==> src/rtl/hb_pkg.sv <==
// Package: shared widths, field positions and the control-word layout
// for the half-bridge drive controller. Assumes three bridges, six switches.
package hb_pkg;
    localparam int NUM_BRIDGE = 3;
    localparam int NUM_SW     = 2 * NUM_BRIDGE;
    localparam int WORD_W     = 16;

    localparam logic [WORD_W-1:0] CFG_RESET = 16'hE000;

    // Status word field positions (decoded by the serial front end)
    localparam int ST_WARN   = 0;
    localparam int ST_SW_LSB = 1;
    localparam int ST_OVL    = 13;
    localparam int ST_INH    = 14;
    localparam int ST_PSF    = 15;

    // Control word, most significant field first
    typedef struct packed {
        logic              run;      // 15: high = active, low = standby
        logic              oc_en;    // 14: overcurrent shutdown enable
        logic              ol_off;   // 13: high = open-load reporting off
        logic [NUM_SW-1:0] pwm_sel;  // 12..7
        logic [NUM_SW-1:0] sw_en;    // 6..1
        logic              clr;      // 0: status clear request
    } hb_cfg_t;
endpackage

==> src/rtl/hb_delay_filter.sv <==
// Module: qualifies a fault flag. The output is high once the flag has been
// high for DLY consecutive clock edges; any low cycle restarts the count.
// Assumes DLY >= 1 and a flag already synchronous to clk.
module hb_delay_filter #(
    parameter int DLY = 8
) (
    input  logic clk,
    input  logic rst_n,
    input  logic flag_in,
    output logic qualified
);
    localparam int CW = (DLY < 1) ? 1 : $clog2(DLY + 1);
    localparam logic [CW-1:0] LIMIT = CW'(DLY);

    logic [CW-1:0] cnt_q;

    // Count consecutive high cycles, saturating at the limit
    always_ff @(posedge clk) begin
        if (!rst_n)          cnt_q <= '0;
        else if (!flag_in)   cnt_q <= '0;
        else if (cnt_q != LIMIT) cnt_q <= cnt_q + 1'b1;
    end

    assign qualified = (cnt_q == LIMIT);
endmodule

==> src/rtl/hb_fault_ctrl.sv <==
// Module: sticky fault state. Holds the supply-fail and overload bits, the
// per-switch overcurrent latches and the per-switch thermal latches, and
// produces the per-switch block mask. A clear pulse releases latches whose
// cause is gone; a cause present in the same cycle wins.
module hb_fault_ctrl
    import hb_pkg::*;
(
    input  logic              clk,
    input  logic              rst_n,
    input  logic              clr,
    input  logic              oc_en,
    input  logic              uv_valid,
    input  logic [NUM_SW-1:0] oc_valid,
    input  logic [NUM_SW-1:0] ot_flag,
    output logic              psf,
    output logic              ovl,
    output logic [NUM_SW-1:0] sw_block
);
    logic [NUM_SW-1:0] oc_hit;
    logic [NUM_SW-1:0] oc_lat_q;
    logic [NUM_SW-1:0] ot_lat_q;
    logic              psf_q;
    logic              ovl_q;

    // Overcurrent counts only while shutdown is enabled
    always_comb oc_hit = oc_valid & {NUM_SW{oc_en}};

    // Per-switch latches: set by their cause, released by clear
    always_ff @(posedge clk) begin
        if (!rst_n) begin
            oc_lat_q <= '0;
            ot_lat_q <= '0;
        end else begin
            oc_lat_q <= oc_hit  | (oc_lat_q & ~{NUM_SW{clr}});
            ot_lat_q <= ot_flag | (ot_lat_q & ~{NUM_SW{clr}});
        end
    end

    // Sticky summary bits for the status word
    always_ff @(posedge clk) begin
        if (!rst_n) begin
            psf_q <= 1'b0;
            ovl_q <= 1'b0;
        end else begin
            psf_q <= uv_valid | (psf_q & ~clr);
            ovl_q <= (|oc_hit) | (|ot_flag) | (ovl_q & ~clr);
        end
    end

    assign psf      = psf_q;
    assign ovl      = ovl_q;
    assign sw_block = oc_lat_q | ot_lat_q | ot_flag;
endmodule

==> src/rtl/hb_deadtime.sv <==
// Module: one half-bridge gate stage. Registers the two gate enables, never
// lets both be high, and delays the turn-on of one side until DEAD_CYC+1
// edges after the other side dropped. A same-side restart is not delayed.
// Assumes DEAD_CYC >= 1.
module hb_deadtime #(
    parameter int DEAD_CYC = 4
) (
    input  logic clk,
    input  logic rst_n,
    input  logic want_lo,
    input  logic want_hi,
    output logic gate_lo,
    output logic gate_hi
);
    localparam int CW = (DEAD_CYC < 1) ? 1 : $clog2(DEAD_CYC + 1);
    localparam logic [CW-1:0] FULL = CW'(DEAD_CYC);

    logic [CW-1:0] idle_q;
    logic          lo_q, hi_q;
    logic          last_lo_q, last_hi_q;
    logic          lo_ok, hi_ok;

    // Turn-on permission: opposite side off and either idle long enough or same side
    always_comb begin
        lo_ok = !hi_q && ((idle_q == FULL) || last_lo_q);
        hi_ok = !lo_q && ((idle_q == FULL) || last_hi_q);
    end

    // Gate registers; high side has priority if both were ever requested
    always_ff @(posedge clk) begin
        if (!rst_n) begin
            lo_q <= 1'b0;
            hi_q <= 1'b0;
        end else begin
            hi_q <= want_hi && hi_ok;
            lo_q <= want_lo && !want_hi && lo_ok;
        end
    end

    // Idle counter and memory of which side conducted last
    always_ff @(posedge clk) begin
        if (!rst_n) begin
            idle_q    <= FULL;
            last_lo_q <= 1'b0;
            last_hi_q <= 1'b0;
        end else begin
            if (lo_q || hi_q)       idle_q <= '0;
            else if (idle_q != FULL) idle_q <= idle_q + 1'b1;
            if (hi_q) begin
                last_hi_q <= 1'b1;
                last_lo_q <= 1'b0;
            end else if (lo_q) begin
                last_hi_q <= 1'b0;
                last_lo_q <= 1'b1;
            end
        end
    end

    assign gate_lo = lo_q;
    assign gate_hi = hi_q;
endmodule

==> src/rtl/hb_drive_ctrl.sv <==
// Module: top of the half-bridge drive controller. Captures the control
// word, qualifies faults, gates enables with PWM, standby and fault state,
// hands each bridge to a dead-time stage and builds the status word.
// Assumes all inputs are synchronous to clk.
module hb_drive_ctrl
    import hb_pkg::*;
#(
    parameter int UV_DLY   = 16,
    parameter int OC_DLY   = 8,
    parameter int DEAD_CYC = 4
) (
    input  logic        clk,
    input  logic        rst_n,
    input  logic [15:0] ctrl_word,
    input  logic        ctrl_commit,
    input  logic        pwm_in,
    input  logic        uv_flag,
    input  logic [5:0]  oc_flag,
    input  logic [5:0]  ot_flag,
    input  logic        prewarn_flag,
    input  logic [5:0]  openload_flag,
    output logic [5:0]  gate_en,
    output logic [15:0] status_word
);
    hb_cfg_t             cfg_q;
    logic                clr_pulse;
    logic                uv_valid;
    logic [NUM_SW-1:0]   oc_valid;
    logic                psf, ovl;
    logic [NUM_SW-1:0]   sw_block;
    logic [NUM_BRIDGE-1:0] conflict;
    logic [NUM_SW-1:0]   want;
    logic [NUM_SW-1:0]   gate;
    logic [NUM_SW-1:0]   sw_stat;

    // Control word register, loaded on commit
    always_ff @(posedge clk) begin
        if (!rst_n)           cfg_q <= hb_cfg_t'(CFG_RESET);
        else if (ctrl_commit) cfg_q <= hb_cfg_t'(ctrl_word);
    end

    // Clear request acts in the commit cycle
    always_comb clr_pulse = ctrl_commit && ctrl_word[0];

    hb_delay_filter #(.DLY(UV_DLY)) u_uv_filt (
        .clk(clk), .rst_n(rst_n), .flag_in(uv_flag), .qualified(uv_valid)
    );

    generate
        for (genvar s = 0; s < NUM_SW; s++) begin : g_oc
            hb_delay_filter #(.DLY(OC_DLY)) u_oc_filt (
                .clk(clk), .rst_n(rst_n), .flag_in(oc_flag[s]), .qualified(oc_valid[s])
            );
        end
    endgenerate

    hb_fault_ctrl u_fault (
        .clk(clk), .rst_n(rst_n), .clr(clr_pulse), .oc_en(cfg_q.oc_en),
        .uv_valid(uv_valid), .oc_valid(oc_valid), .ot_flag(ot_flag),
        .psf(psf), .ovl(ovl), .sw_block(sw_block)
    );

    // Per-switch request: enable, PWM gate, run, supply, faults, pair conflict
    always_comb begin
        for (int b = 0; b < NUM_BRIDGE; b++)
            conflict[b] = cfg_q.sw_en[2*b] && cfg_q.sw_en[2*b+1];
        for (int s = 0; s < NUM_SW; s++)
            want[s] = cfg_q.sw_en[s] && (!cfg_q.pwm_sel[s] || pwm_in) &&
                      cfg_q.run && !uv_valid && !sw_block[s] && !conflict[s/2];
    end

    generate
        for (genvar b = 0; b < NUM_BRIDGE; b++) begin : g_bridge
            hb_deadtime #(.DEAD_CYC(DEAD_CYC)) u_dt (
                .clk(clk), .rst_n(rst_n),
                .want_lo(want[2*b]), .want_hi(want[2*b+1]),
                .gate_lo(gate[2*b]), .gate_hi(gate[2*b+1])
            );
        end
    endgenerate

    // Switch status: open-load report for idle switches when enabled
    always_comb sw_stat = gate | (openload_flag & ~gate & {NUM_SW{!cfg_q.ol_off}});

    // Status word assembly
    always_comb begin
        status_word                               = '0;
        status_word[ST_WARN]                      = prewarn_flag;
        status_word[ST_SW_LSB +: NUM_SW]          = sw_stat;
        status_word[ST_OVL]                       = ovl;
        status_word[ST_INH]                       = !cfg_q.run;
        status_word[ST_PSF]                       = psf;
    end

    assign gate_en = gate;
endmodule

==> config.mk <==
export PLATFORM = sky130hd
export DESIGN_NAME = hb_drive_ctrl
export DESIGN_NICKNAME = d
export VERILOG_FILES = /design/src/rtl/hb_pkg.sv /design/src/rtl/hb_delay_filter.sv /design/src/rtl/hb_fault_ctrl.sv /design/src/rtl/hb_deadtime.sv /design/src/rtl/hb_drive_ctrl.sv
export SDC_FILE = /design/constraint.sdc
export NUM_CORES = 1
export LEC_CHECK = 0
export BUFFER_PORTS_ARGS = -buffer_cell sky130_fd_sc_hd__buf_2
export CORE_ASPECT_RATIO = 0.7
export CORE_UTILIZATION = 55
export DETAILED_ROUTE_END_ITERATION = 10
export GPL_TIMING_DRIVEN = 0
export PLACE_DENSITY_LB_ADDON = 0.08
export SETUP_SLACK_MARGIN = 0.05
export SLEW_MARGIN = 10
export SYNTH_ARGS = -nofsm -noshare
export SYNTH_HDL_FRONTEND = slang
export SYNTH_SLANG_ARGS = --single-unit
==> constraint.sdc <==
create_clock -name clk -period 4.2 [get_ports clk]
set_input_delay 0.63 -clock clk [delete_from_list [all_inputs] [get_ports clk]]
set_output_delay 0.63 -clock clk [all_outputs]
set_load 0.005 [all_outputs]
==> results by stage, run 1 <==
Place:
- OpenSTA, run right after detailed placement, puts the worst setup slack at ~2.2 ns.
- Input and output buffers added on the ports amount to 53.
- The final weighted congestion of routability-driven global placement is 0.8318.
- The half-perimeter wire length after detailed placement is about 5200 microns.
- The instance area after placement is 0.003958 sq mm.

Die:
- The die is 69.46 microns tall.
- The initial core utilization is between 50 and 60%.
- The die width is between 90 and 100 microns.
- The total core area is ~0.0062 sq mm.
- The number of top-level pins is 62.
- The floorplan step defined a die boundary enclosing around 0.007 sq mm.
- Row generation in the floorplan step produced 24 rows.

Worst setup path:
- The capture point of the critical path is status_word[1].
- Data on the critical path is required at its endpoint by about 3.6 ns.
- The worst setup path is launched from a register.
- The critical register-to-register path startpoint is u_uv_filt.cnt_q[0]$_SDFFE_PN0N_.
- The critical register-to-register path endpoint is g_bridge[2].u_dt.gate_lo$_SDFF_PN0_.
- The highest net fanout along the worst path is 7.
- On the worst path, the slowest cell contributes a delay of 0.30 ns.
- Traced cell by cell, the critical path runs through inv_1, a21o_1, buf_2.
- At the worst endpoint, the arrival time is between 1 and 1.5 ns.
- The critical path class is register to output pin.
- The number of cells on the worst reg-to-reg path is 5.
- The critical path starts at cfg_q[13]$_SDFFE_PN1P_.
- The endpoint type of the worst setup path is an output pin.
- In this run the register-to-register setup slack is approximately 2.7 ns.
- The slowest library cell on the worst path is dfxtp_1.

Timing:
- The worst path meets setup with roughly 2.5 ns of slack.
- The count of final max-slew check failures is 0.
- Headroom to the max-slew limit came out at between 60 and 70%.
- The slew of the pin with the lowest slew margin is around 0.57 ns.
- For the final database, setup skew stands at 0.007159 ns.
- The count of endpoints failing setup in the final report is 0.
- Setup repair after global routing left no endpoint under its margin.
- The worst path needs around 1.7 ns of the cycle, external delays included.
- The final worst-path cycle share is just over 40%.
- The highest achievable clock rate is between 500 and 600 MHz.
- The number of hold-slack violations in the final timing report is 0.
- In the final timing run, aggregate negative setup slack is 0 ns.

Finish:
- The antenna diode count is 0.
- The net count reported at finish is roughly 510.
- The share of final-layout standard cells stronger than drive strength 1 is roughly 20%.
- At the end of the flow the core is filled with cells to about two thirds.
- The design area is just over 0.004 sq mm.
- Compared with the post-synthesis result, the final layout area differs by 15.85%.

Pwr:
- The peak ir drop on the vdd network is between 0.15 and 0.2 mV.
- The static power due to leakage is between 1.5 and 2 nW.
- The power per cell area is about 400 mW/mm^2.

Synthesis:
- The sequential-to-total area share from yosys stat is between 40 and 50%.
- For this run, the number of Yosys warnings is 0.
- Synthesis produced a netlist whose cell count is 385.
- Yosys attributes the largest share of cell area to dfxtp_1, ha_1, nor2b_1.
- The proportion of register bits with asynchronous set or reset after synthesis is 0%.
- The number of distinct standard cells referenced by the synthesized netlist is 36.
- The share of the synthesized area in the top cell type is between 40 and 50%.
- The dominant register cell in the synthesized netlist is dfxtp_1.
- Yosys mapped a number of flops with a built-in enable equal to 0.
- The post-synthesis instance area is around 0.0036 sq mm.
- The most used standard cell by instance count after synthesis is dfxtp_1.
- A synthesized cell averages 9.288 sq um.
- In the synthesized netlist, the cells that appear most often are dfxtp_1, nand2_1, nor2b_1.
- The register bit total from synthesis is 79.
- dfxtp_1 takes more of the synthesized area than any other cell.

Clock tree:
- The tree is rooted in a clkbuf_8.
- The H-tree generated during clock tree synthesis spans 3 levels.
- TritonCTS built the clock tree.
- Clock-pin slew was measured on the worst setup and hold paths at about 0.080 ns.
- The insertion delay of the later-clocked pin in the worst-skew pair is roughly 0.35 ns.
- The number of clock buffers inserted by TritonCTS is 9.
- The hold buffer count at CTS is 0.
- The number of buffers on the longest clock path is 2.
- Once the clock tree was built, the resizer swapped 0 gates to a different size.
- The number of clock sinks seen by CTS is slightly below 80.
- Buffers added to address setup during post-CTS repair amount to 0.

Detailed routing:
- The length of the first detailed-routing pass in iterations is 7.
- The DRC violations left is 6.
- After detailed routing, the number of vias per cell comes to between 5 and 6.
- For this block, the routed nets add up to about 7000 microns of wire.
- The final antenna-violating net count is 0.
- The routed layout has roughly 2700 vias.
- In this run, the number of DRC markers left after iteration 0 of detailed routing was between 90 and 100.
- The final routed wire length divided by cell count is about 13 microns.

Hold path:
- The worst hold path depth is 3.
- The worst hold-check path type is input pin to register.

Global routing:
- The remaining global-route overflow is 0.
- The global routing usage on met2 is roughly a third.
- Entering global routing, the biggest net connects 14 pins.
- The via count of the first global-routing pass came to around 2600.
- The number of antenna violations at the first check in global routing is 0.
- The met1 demand-to-capacity share in global routing is between 30 and 40%.
- The first global-routing pass estimated 11770 microns of wire.
- The total routing usage reported by global routing is between 20% and 30%.
- For met3 alone, demand over resource in global routing was roughly 7.0%.
- After global routing, the most crowded layer is met2.

Status:
- The flow ran to the end, but the final reports show violations.
- The checks that failed: design-rule violations.

Run:
- The tool flagged a number of max-cap violations equal to 0.
per-stage QoR:
stage	total power [mW]	hold slack (ns)	instances
4_1_cts	1.662	0.4812	537
2_1_floorplan	1.066	0.4613	390
3_3_place_gp	1.131	0.4783	521
3_5_place_dp	1.143	0.4893	521
5_1_grt	1.744	0.4923	537
6_report	1.648	0.4899	537
worst max-delay path, delay by kind of cell, from the launching register on:
kind | cells | cell delay [ns]
compound gates | 1 | 0.15
flops | 1 | 0.30
buf+inv | 2 | 0.30
where the power goes:
group	total [mW]	switching [mW]	internal (mW)
clock network	0.521	0.275	0.247
logic	0.282	0.144	0.138
registers	0.844	0.0432	0.801
total	1.65	0.462	1.19
kinds of logic (layout without fill, tap and decap cells):
family                   after synthesis  after routing  synth area share (%)
AO/OA/AOI/OAI                         53             53                 9.902
multiplexers                          15             15                 4.199
other                                  1              6                0.1049
adder cells (fa/ha/maj)               20             20                 6.998
flip-flops                            79             79                 44.23
AND/OR/NAND/NOR                      141            141                 21.48
buffers and inverters                 52            121                 7.208
XOR/XNOR                              24             24                 5.878
cell usage in the layout (no fill, tap or decap), types with 2 or more instances in the layout:
cell type    n
o211ai_1     2
nor2b_1     28
nor3_1      13
nand3_1     13
nor3b_1      3
buf_4       16
nor2_1      25
ha_1        20
dfxtp_1     79
xor2_1       8
a22oi_1      6
conb_1       6
mux2i_1     15
clkbuf_1     9
o21a_1       3
xnor2_1     16
clkbuf_8    11
a21oi_1     21
or3b_2       3
o21ai_0      6
buf_2       55
clkinvlp_4   4
nand3b_1     7
nand2_1     32
a21o_1       6
a211oi_1     6
nor4_1       3
inv_1       26
nor4b_1      3
and3b_1      6
layout make-up:
type                            instances  area, sq um
Sequential cell                        79         1582
Timing Repair Buffer                   53        265.3
Buffer                                 26        160.2
Tap cell                               78        97.59
Multi-Input combinational cell        259         1755
Inverter                               26        97.59
Clock buffer                           12        155.1
Clock inverter                          4        30.03
Fill cell                             543         2103
sequential cells by signal, indices dropped and copies added, names as in the netlist:
signal,count
g_bridge.u_dt.idle_q,9
u_uv_filt.cnt_q,5
g_oc.u_oc_filt.cnt_q,24
g_bridge.u_dt.last_hi_q,3
g_bridge.u_dt.gate_lo,3
u_fault.ovl,1
u_fault.ot_lat_q,6
g_bridge.u_dt.last_lo_q,3
u_fault.oc_lat_q,6
u_fault.psf,1
g_bridge.u_dt.gate_hi,3
cfg_q,15
how the worst min path moves through the flow:
stage / startpoint / to / slack, ns
after floorplan: u_uv_filt.cnt_q[1]$_SDFFE_PN0N_ / u_uv_filt.cnt_q[1]$_SDFFE_PN0N_ / 0.46
after global placement: g_oc[3].u_oc_filt.cnt_q[1]$_SDFFE_PN0P_ / g_oc[3].u_oc_filt.cnt_q[1]$_SDFFE_PN0P_ / 0.48
after detailed placement: g_oc[3].u_oc_filt.cnt_q[1]$_SDFFE_PN0P_ / g_oc[3].u_oc_filt.cnt_q[1]$_SDFFE_PN0P_ / 0.49
after CTS: ctrl_word[13] / cfg_q[13]$_SDFFE_PN1P_ / 0.48
after global routing: ctrl_word[13] / cfg_q[13]$_SDFFE_PN1P_ / 0.49
final: ctrl_word[13] / cfg_q[13]$_SDFFE_PN1P_ / 0.49
per-layer routing:
layer  share of wire (%)  wire, microns  vias to the layer above
met1                  52           3609                     1237
li1                    -              -                     1413
met2                  43           2959                       58
met5                   0              0                        -
met4                0.98             68                        0
met3                 4.4            306                        6
Power figures use the tool's default switching activity.
==> run 2, diff against run 1 <==
--- a/config.mk
+++ b/config.mk
@@ -7,7 +7,7 @@
 export LEC_CHECK = 0
 export BUFFER_PORTS_ARGS = -buffer_cell sky130_fd_sc_hd__buf_2
 export CORE_ASPECT_RATIO = 0.7
-export CORE_UTILIZATION = 55
+export CORE_UTILIZATION = 50
 export DETAILED_ROUTE_END_ITERATION = 10
 export GPL_TIMING_DRIVEN = 0
 export PLACE_DENSITY_LB_ADDON = 0.08
==> constraint.sdc (replaced) <==
create_clock -name clk -period 1.5 [get_ports clk]
set_input_delay 0.225 -clock clk [delete_from_list [all_inputs] [get_ports clk]]
set_output_delay 0.225 -clock clk [all_outputs]
set_load 0.005 [all_outputs]
==> results by stage, run 2 (same netlist as run 1, synthesis figures left out) <==
Status:
- The run finished with clean final reports.

Place:
- The final weighted congestion of routability-driven global placement came to 0.7882 (-5.2%).
- The count of port buffers added during placement came to 53 (unchanged).
- The half-perimeter wire length after detailed placement is 5375 microns (+3.1%).

Detailed routing:
- The final routed wire length divided by cell count came to 13.21 microns (+2.2%).
- The length of the first detailed-routing pass in iterations is 4 (-3).
- The final antenna-violating net count came to 0 (unchanged).
- The total length of routed wires was 7279 microns (+4.8%).
- The per-cell via count in the routed design was 5.009 (-0.89%).
- The DRC violations left is 0 (-6).
- The DRC violation total after the first TritonRoute iteration came to 87 (-6.5%).
- The overall via count from detail_route came to 2760 (+1.7%).

Clock tree:
- The clock-pin slew on the worst setup and hold paths was 0.08 ns (about the same).
- CTS placed an instance of clkbuf_8 at the clock tree root.
- The TritonCTS clock tree is built.
- The deepest level of the CTS H-tree is 3 (unchanged).
- The number of buffers added for setup after CTS was 0 (unchanged).
- The hold buffer count at CTS is 0 (unchanged).
- The number of clock buffers inserted by TritonCTS was 9 (unchanged).
- The number of buffers on the longest clock path is 2 (unchanged).
- The insertion delay of the later-clocked pin in the worst-skew pair came to 0.34 ns (about the same).
- The number of clock sinks seen by CTS came to 79 (unchanged).

Run:
- The max-capacitance violation count was 0 (unchanged).

Timing:
- The count of final max-slew check failures is 0 (unchanged).
- The count of endpoints failing setup in the final report came to 0 (unchanged).
- The worst-case hold slack is 0.09481 ns (-0.3951 ns).
- Setup repair after global routing could not meet its margin everywhere.
- The final worst-path cycle share is between 90% and 100%.
- Timing would allow up to ~710 MHz.
- The worst slew slack as a fraction of its limit is 62.92% (+1.1 points).
- Counting I/O delays and the setup requirement, the final critical path takes around 1.4 ns.
- The setup skew after layout came to 0.01281 ns (+0.005652 ns).
- The number of hold-slack violations in the final timing report came to 0 (unchanged).
- The slew of the pin with the lowest slew margin was 0.5561 ns (-0.01615 ns).

Pwr:
- The static power due to leakage is 1.846 nW (+1.9%).
- The peak ir drop on the vdd network is 0.5680 mV (+190%).
- The power per cell area came to 1158 mW/mm^2 (+190%).

Worst setup path:
- STA classifies the critical path endpoint as a register.
- The critical path launch point type is a register.
- On the critical path, the stage with the largest delay is an instance of dfxtp_2.
- The stage delay of the slowest cell on the critical path is 0.34 ns (+0.04 ns).
- Walking the worst path, the cells encountered are inv_1, ha_1, nand3b_1, nand4_1, o31ai_2, a21boi_2.
- The highest net fanout along the worst path is 3 (-4).
- The arrival time of data at the critical path endpoint came to 1.63 ns (+0.53 ns).
- The data required time of the critical path is 1.73 ns (-1.84 ns).
- The critical path class is register to register.

Global routing:
- The largest net degree at the start of global routing is 14 (unchanged).
- The via count of the first global-routing pass was 2492 (-3.4%).
- The wire length of the first global-routing pass is 11630 microns (-1.2%).
- The total routing usage reported by global routing is 20.70% (-1.3 points).
- The remaining global-route overflow is 0 (unchanged).
- The number of antenna violations at the first check in global routing is 0 (unchanged).

Finish:
- Leaving out fill and tap cells, the most frequent cells in the layout are dfxtp_1, buf_2, nand2_1, nor2b_1.
- The share of final-layout standard cells stronger than drive strength 1 came to 23.63% (+3.4 points).
- The synthesis-to-finish area growth is 18.16%.
- The antenna diode count came to 0 (unchanged).
- More flip-flops sit in one register than any other, and that register is g_oc.u_oc_filt.cnt_q.
- The core utilization of the finished layout came to 61.96% (-4.4 points).
- The largest registers in the layout are g_oc.u_oc_filt.cnt_q (24), cfg_q (15), g_bridge.u_dt.idle_q (9).
- The library cell used most frequently in the layout, excluding fill and tap cells, is dfxtp_1.
- The number of flip-flops in the largest register came to 24 (unchanged).
- The net count reported at finish came to 512 (-0.39%).

Die:
- The die area is 0.007500 sq mm (+9.8%).
- The vertical die dimension was 72.76 microns (+4.7%).
- The die width is 103.1 microns (+4.8%).
- The number of top-level pins came to 62 (unchanged).
- The number of core rows was 25 (+4.2%).
- The total core area is 0.006819 sq mm (+9.2%).
- The initial core utilization came to 52.44% (-4.8 points).

Hold path:
- The worst hold-check path type is input pin to register.
-- run 2: metrics by stage --
stage                     instance area, sq um  total power, mW  std cells  setup slack [ns]  setup TNS, ns
after floorplan                           3595            2.984        390            0.1515              0
after global placement                    3978            3.169        537           -0.1827         -2.878
after detailed placement                  3978            3.200        537           -0.2391         -3.691
after CTS                                 4217            4.936        553           0.05865              0
after global routing                      4225            5.174        551          -0.01184       -0.01614
final                                     4225            4.893        551           0.09245              0
-- run 2: final cells by class --
class                           count  area, sq um
Timing Repair Buffer               53        265.3
Tap cell                           94        117.6
Clock buffer                       11        141.4
Inverter                           26        97.59
Buffer                             24        153.9
Sequential cell                    79         1592
Clock inverter                      5        81.33
Multi-Input combinational cell    259         1777
Fill cell                         610         2594
-- run 2: final timing paths --
path                                           start                                 endpoint  slack, ns  cells past startpoint
max          g_oc[3].u_oc_filt.cnt_q[0]$_SDFFE_PN0P_                   u_fault.ovl$_SDFF_PN0_       0.09                      6
min reg2reg  g_oc[1].u_oc_filt.cnt_q[1]$_SDFFE_PN0P_  g_oc[1].u_oc_filt.cnt_q[1]$_SDFFE_PN0P_       0.47                      2
max reg2reg  g_oc[3].u_oc_filt.cnt_q[0]$_SDFFE_PN0P_                   u_fault.ovl$_SDFF_PN0_       0.09                      6
min                                    ctrl_word[14]                   cfg_q[14]$_SDFFE_PN1P_       0.09                      3
-- run 2: what timing repair did --
item / in CTS / in global routing
pin swaps: 0 / 2
resized for setup: 3 / 13
endpoints found under the setup margin: 9 / 16
endpoints found under the hold margin: 0 / 0
-- run 2: worst max-delay path, delay by kind of cell (launching register included) --
family	cells	cell delay, ns
AOI/OAI and AO/OA	2	0.39
DFF	1	0.34
and+or+nand+nor	2	0.29
adders and majority gates	1	0.21
buffers and inverters	1	0.07
-- run 2: layer usage --
layer  GRT usage [%]  vias up  share of wire (%)
met1           28.95     1274                 51
met2           31.48       70                 43
met5               0        -                  0
met3           4.981       10                4.7
met4           6.729        0                1.3
li1                -     1406                  -
-- run 2: report_power, final --
| part | switching, mW | leakage, nW | internal (mW) |
|---|---|---|---|
| clock | 0.749 | 0.110 | 0.983 |
| combinational | 0.411 | 1.09 | 0.388 |
| sequential | 0.117 | 0.650 | 2.24 |
==> run 3, diff against run 2 <==
--- a/config.mk
+++ b/config.mk
@@ -7,6 +7,7 @@
 export LEC_CHECK = 0
 export BUFFER_PORTS_ARGS = -buffer_cell sky130_fd_sc_hd__buf_2
 export CORE_ASPECT_RATIO = 0.7
+export CORE_MARGIN = 3
 export CORE_UTILIZATION = 50
 export DETAILED_ROUTE_END_ITERATION = 10
 export GPL_TIMING_DRIVEN = 0
==> results by stage, run 3 (same netlist as run 1, synthesis figures left out) <==
Clock tree:
- The deepest level of the CTS H-tree is 3 (unchanged).
- The number of clock sinks seen by CTS is 79 (unchanged).
- The root buffer cell chosen for the clock tree is clkbuf_8.
- The clock-pin slew on the worst setup and hold paths was 0.08 ns (about the same).
- The insertion delay of the later-clocked pin in the worst-skew pair was 0.34 ns (about the same).
- The number of clock buffers inserted by TritonCTS is 9 (unchanged).
- The number of buffers on the longest clock path is 2 (unchanged).
- The hold buffer count at CTS is 0 (unchanged).
- The TritonCTS clock tree is built.

Timing:
- The final worst-path cycle share came to 90.78% (-3.1 points).
- The count of final max-slew check failures came to 0 (unchanged).
- The minimum clock period is 1.362 ns (-0.04591 ns).
- The sum of negative setup slack is 0 ns (unchanged).
- The number of hold-slack violations in the final timing report is 0 (unchanged).
- The setup skew after layout is 0.008806 ns (-0.004005 ns).
- The count of endpoints failing setup in the final report is 0 (unchanged).
- The highest achievable clock rate is 734.4 MHz (+3.4%).
- The slew of the pin with the lowest slew margin is 0.5120 ns (-0.04418 ns).
- The worst-case hold slack was 0.09493 ns (+0.0001159 ns).
- Setup repair after global routing could not meet its margin everywhere.
- The worst slew slack as a fraction of its limit is 65.87% (+2.9 points).

Worst setup path:
- The number of cells on the critical path is 6 (unchanged).
- The kind of cell adding the most delay to the critical path is flip-flops.
- The data required time of the critical path is 1.73 ns (about the same).
- The buffer and inverter count on the worst path is 1 (unchanged).
- The capture point of the critical path is u_fault.ovl$_SDFF_PN0_.
- Among all stages on the critical path, the largest delay is contributed by dfxtp_1.
- The startpoint identified for the worst register-to-register timing path is g_oc[3].u_oc_filt.cnt_q[0]$_SDFFE_PN0P_.
- The worst reg-to-reg path cell count is 6 (unchanged).
- The launching instance or port of the critical path is g_oc[3].u_oc_filt.cnt_q[0]$_SDFFE_PN0P_.
- The critical path launch point type is a register.
- The arrival time of data at the critical path endpoint came to 1.59 ns (-0.04 ns).
- The critical path class is register to register.
- The stage delay of the slowest cell on the critical path is 0.36 ns (+0.02 ns).
- STA classifies the critical path endpoint as a register.
- The register-to-register path setup slack was 0.14 ns (+0.05 ns).
- Walking the worst path, the cells encountered are inv_1, ha_1, nand3b_1, nand4_1, o31ai_2, a21boi_2.
- The endpoint identified for the worst register-to-register timing path is u_fault.ovl$_SDFF_PN0_.
- The highest net fanout along the worst path is 3 (unchanged).

Die:
- The number of core rows was 25 (unchanged).
- The die area is 0.008219 sq mm (+9.6%).
- The number of top-level pins is 62 (unchanged).
- The total core area is 0.006850 sq mm (+0.46%).
- The die width came to 107.1 microns (+3.9%).
- The vertical die dimension was 76.76 microns (+5.5%).
- The initial core utilization came to 52.20% (-0.24 points).

Pwr:
- The net switching fraction of the power is 26.98% (+0.88 points).
- The peak ir drop on the vdd network was 0.6815 mV (+20%).
- The power share of the clock group is 32.5% (-2.9 points).
- The relative contribution of combinational cells to total power is 17.2% (+0.9 points).
- The internal power consumption came to 3.433 mW (-5.0%).
- The static power due to leakage came to 1.835 nW (-0.62%).
- The switching power summed over all nets is 1.269 mW (-0.66%).
- The relative contribution of sequential cells to total power was 50.3% (+2.0 points).
- The power per cell area is 1117 mW/mm^2 (-3.6%).

Place:
- The instance area after placement is 0.003978 sq mm (unchanged).
- The final weighted congestion of routability-driven global placement was 0.8277 (+5.0%).
- The half-perimeter wire length after detailed placement is 5538 microns (+3.0%).
- The total instance count after detailed placement is 537 (unchanged).
- The count of port buffers added during placement was 53 (unchanged).

Detailed routing:
- The DRC violations left is 0 (unchanged).
- The final routed wire length divided by cell count is 13.39 microns (+1.4%).
- The total length of routed wires was 7352 microns (+1.0%).
- The DRC violation total after the first TritonRoute iteration was 61 (-30%).
- The length of the first detailed-routing pass in iterations was 4 (unchanged).
- The per-cell via count in the routed design is 5.004 (-0.11%).
- The final antenna-violating net count was 0 (unchanged).
- The overall via count from detail_route was 2747 (-0.47%).

Global routing:
- The number of antenna violations at the first check in global routing is 0 (unchanged).
- The total routing usage reported by global routing came to 19.04% (-1.7 points).
- The via count of the first global-routing pass came to 2644 (+6.1%).
- The largest net degree at the start of global routing is 13 (-1).
- The remaining global-route overflow came to 0 (unchanged).
- The wire length of the first global-routing pass came to 12520 microns (+7.6%).

Finish:
- The register cell area after layout is 0.001582 sq mm (-0.63%).
- The area of the multi-input gates is 0.001809 sq mm (+1.8%).
- The largest registers in the layout are g_oc.u_oc_filt.cnt_q (24), cfg_q (15), g_bridge.u_dt.idle_q (9).
- The most common library cell in the layout ignoring fill and taps is dfxtp_1.
- The top cell types in the final layout, fill and taps aside, are dfxtp_1, buf_2, nand2_1, nor2b_1, inv_1.
- Compared with the post-synthesis result, the final layout area differs by 17.74%.
- The net count reported at finish came to 512 (unchanged).
- The antenna diode count is 0 (unchanged).
- The layout filler cell count is 608 (-0.33%).
- The final standard cell count with taps included and fillers excluded is 549 (-0.36%).
- The share of final-layout standard cells stronger than drive strength 1 is 21.32% (-2.3 points).
- The design area is 0.004210 sq mm (-0.36%).
- The number of flip-flops in the largest register is 24 (unchanged).
- The largest register by flop count is g_oc.u_oc_filt.cnt_q.

Hold path:
- The worst hold-check path type is input pin to register.

Status:
- The flow ran to the end, and the final reports show no timing, DRC or antenna violations.

Run:
- The max-capacitance violation count was 0 (unchanged).
## run 3: changes by cell type in the layout (fill, tap and decap cells not counted), sizes merged
cell	delta
bufinv	-1
clkinv	-1
clkinvlp	-1
inv	+1
## run 3: cell type report
cell class	count	area share [%]
plain buffers	24	3.655
clock buffers	11	3.358
clock inverters	3	1.040
inverters	26	2.318
multi-input cells	259	42.97
flip-flops and latches	79	37.56
well taps	94	2.793
repair buffers	53	6.300
## run 3: worst min path at each step
stage / from / end / cells after the start
detailed placement: ctrl_word[15] / cfg_q[15]$_SDFFE_PN1P_ / 3
floorplan: ctrl_word[14] / cfg_q[14]$_SDFFE_PN1P_ / 2
CTS: ctrl_word[15] / cfg_q[15]$_SDFFE_PN1P_ / 3
finish: ctrl_word[15] / cfg_q[15]$_SDFFE_PN1P_ / 3
global route: ctrl_word[15] / cfg_q[15]$_SDFFE_PN1P_ / 3
global placement: ctrl_word[14] / cfg_q[14]$_SDFFE_PN1P_ / 3
## run 3: per-stage QoR
step / utilization, % / worst slack [ns] / total power, mW
after floorplan: - / 0.1515 / 2.984
after global placement: 58.06 / -0.1689 / 3.171
after detailed placement: 58.06 / -0.1689 / 3.207
after CTS: 60.95 / 0.05029 / 4.746
after global routing: 61.46 / 0.01692 / 4.968
final: 61.46 / 0.1384 / 4.702
## run 3: power by group through the flow
stage | combinational (mW) | sequential (mW) | clock, mW
2_1_floorplan | 0.602 | 2.38 | 0
3_3_place_gp | 0.769 | 2.40 | 0
3_5_place_dp | 0.797 | 2.41 | 0
4_1_cts | 0.808 | 2.36 | 1.58
5_1_grt | 0.925 | 2.39 | 1.66
6_report | 0.809 | 2.36 | 1.53
## run 3: tightest hold or removal path, stage by stage
cell      delay [ns]
buf_2           0.08
nand2_1         0.04
o211ai_1        0.06
## run 3: per-layer routing
| metal | vias up | track usage, % | part of all wire [%] |
|---|---|---|---|
| li1 | 1402 | - | - |
| met1 | 1273 | 26.73 | 51 |
| met2 | 64 | 28.46 | 42 |
| met3 | 8 | 5.803 | 5.5 |
| met4 | 0 | 4.981 | 0.87 |
| met5 | - | 0 | 0 |
## run 3: timing repair
action	4_1_cts	5_1_grt
gates resized for setup	3	6
buffers inserted	0	0
setup endpoints to repair	9	14
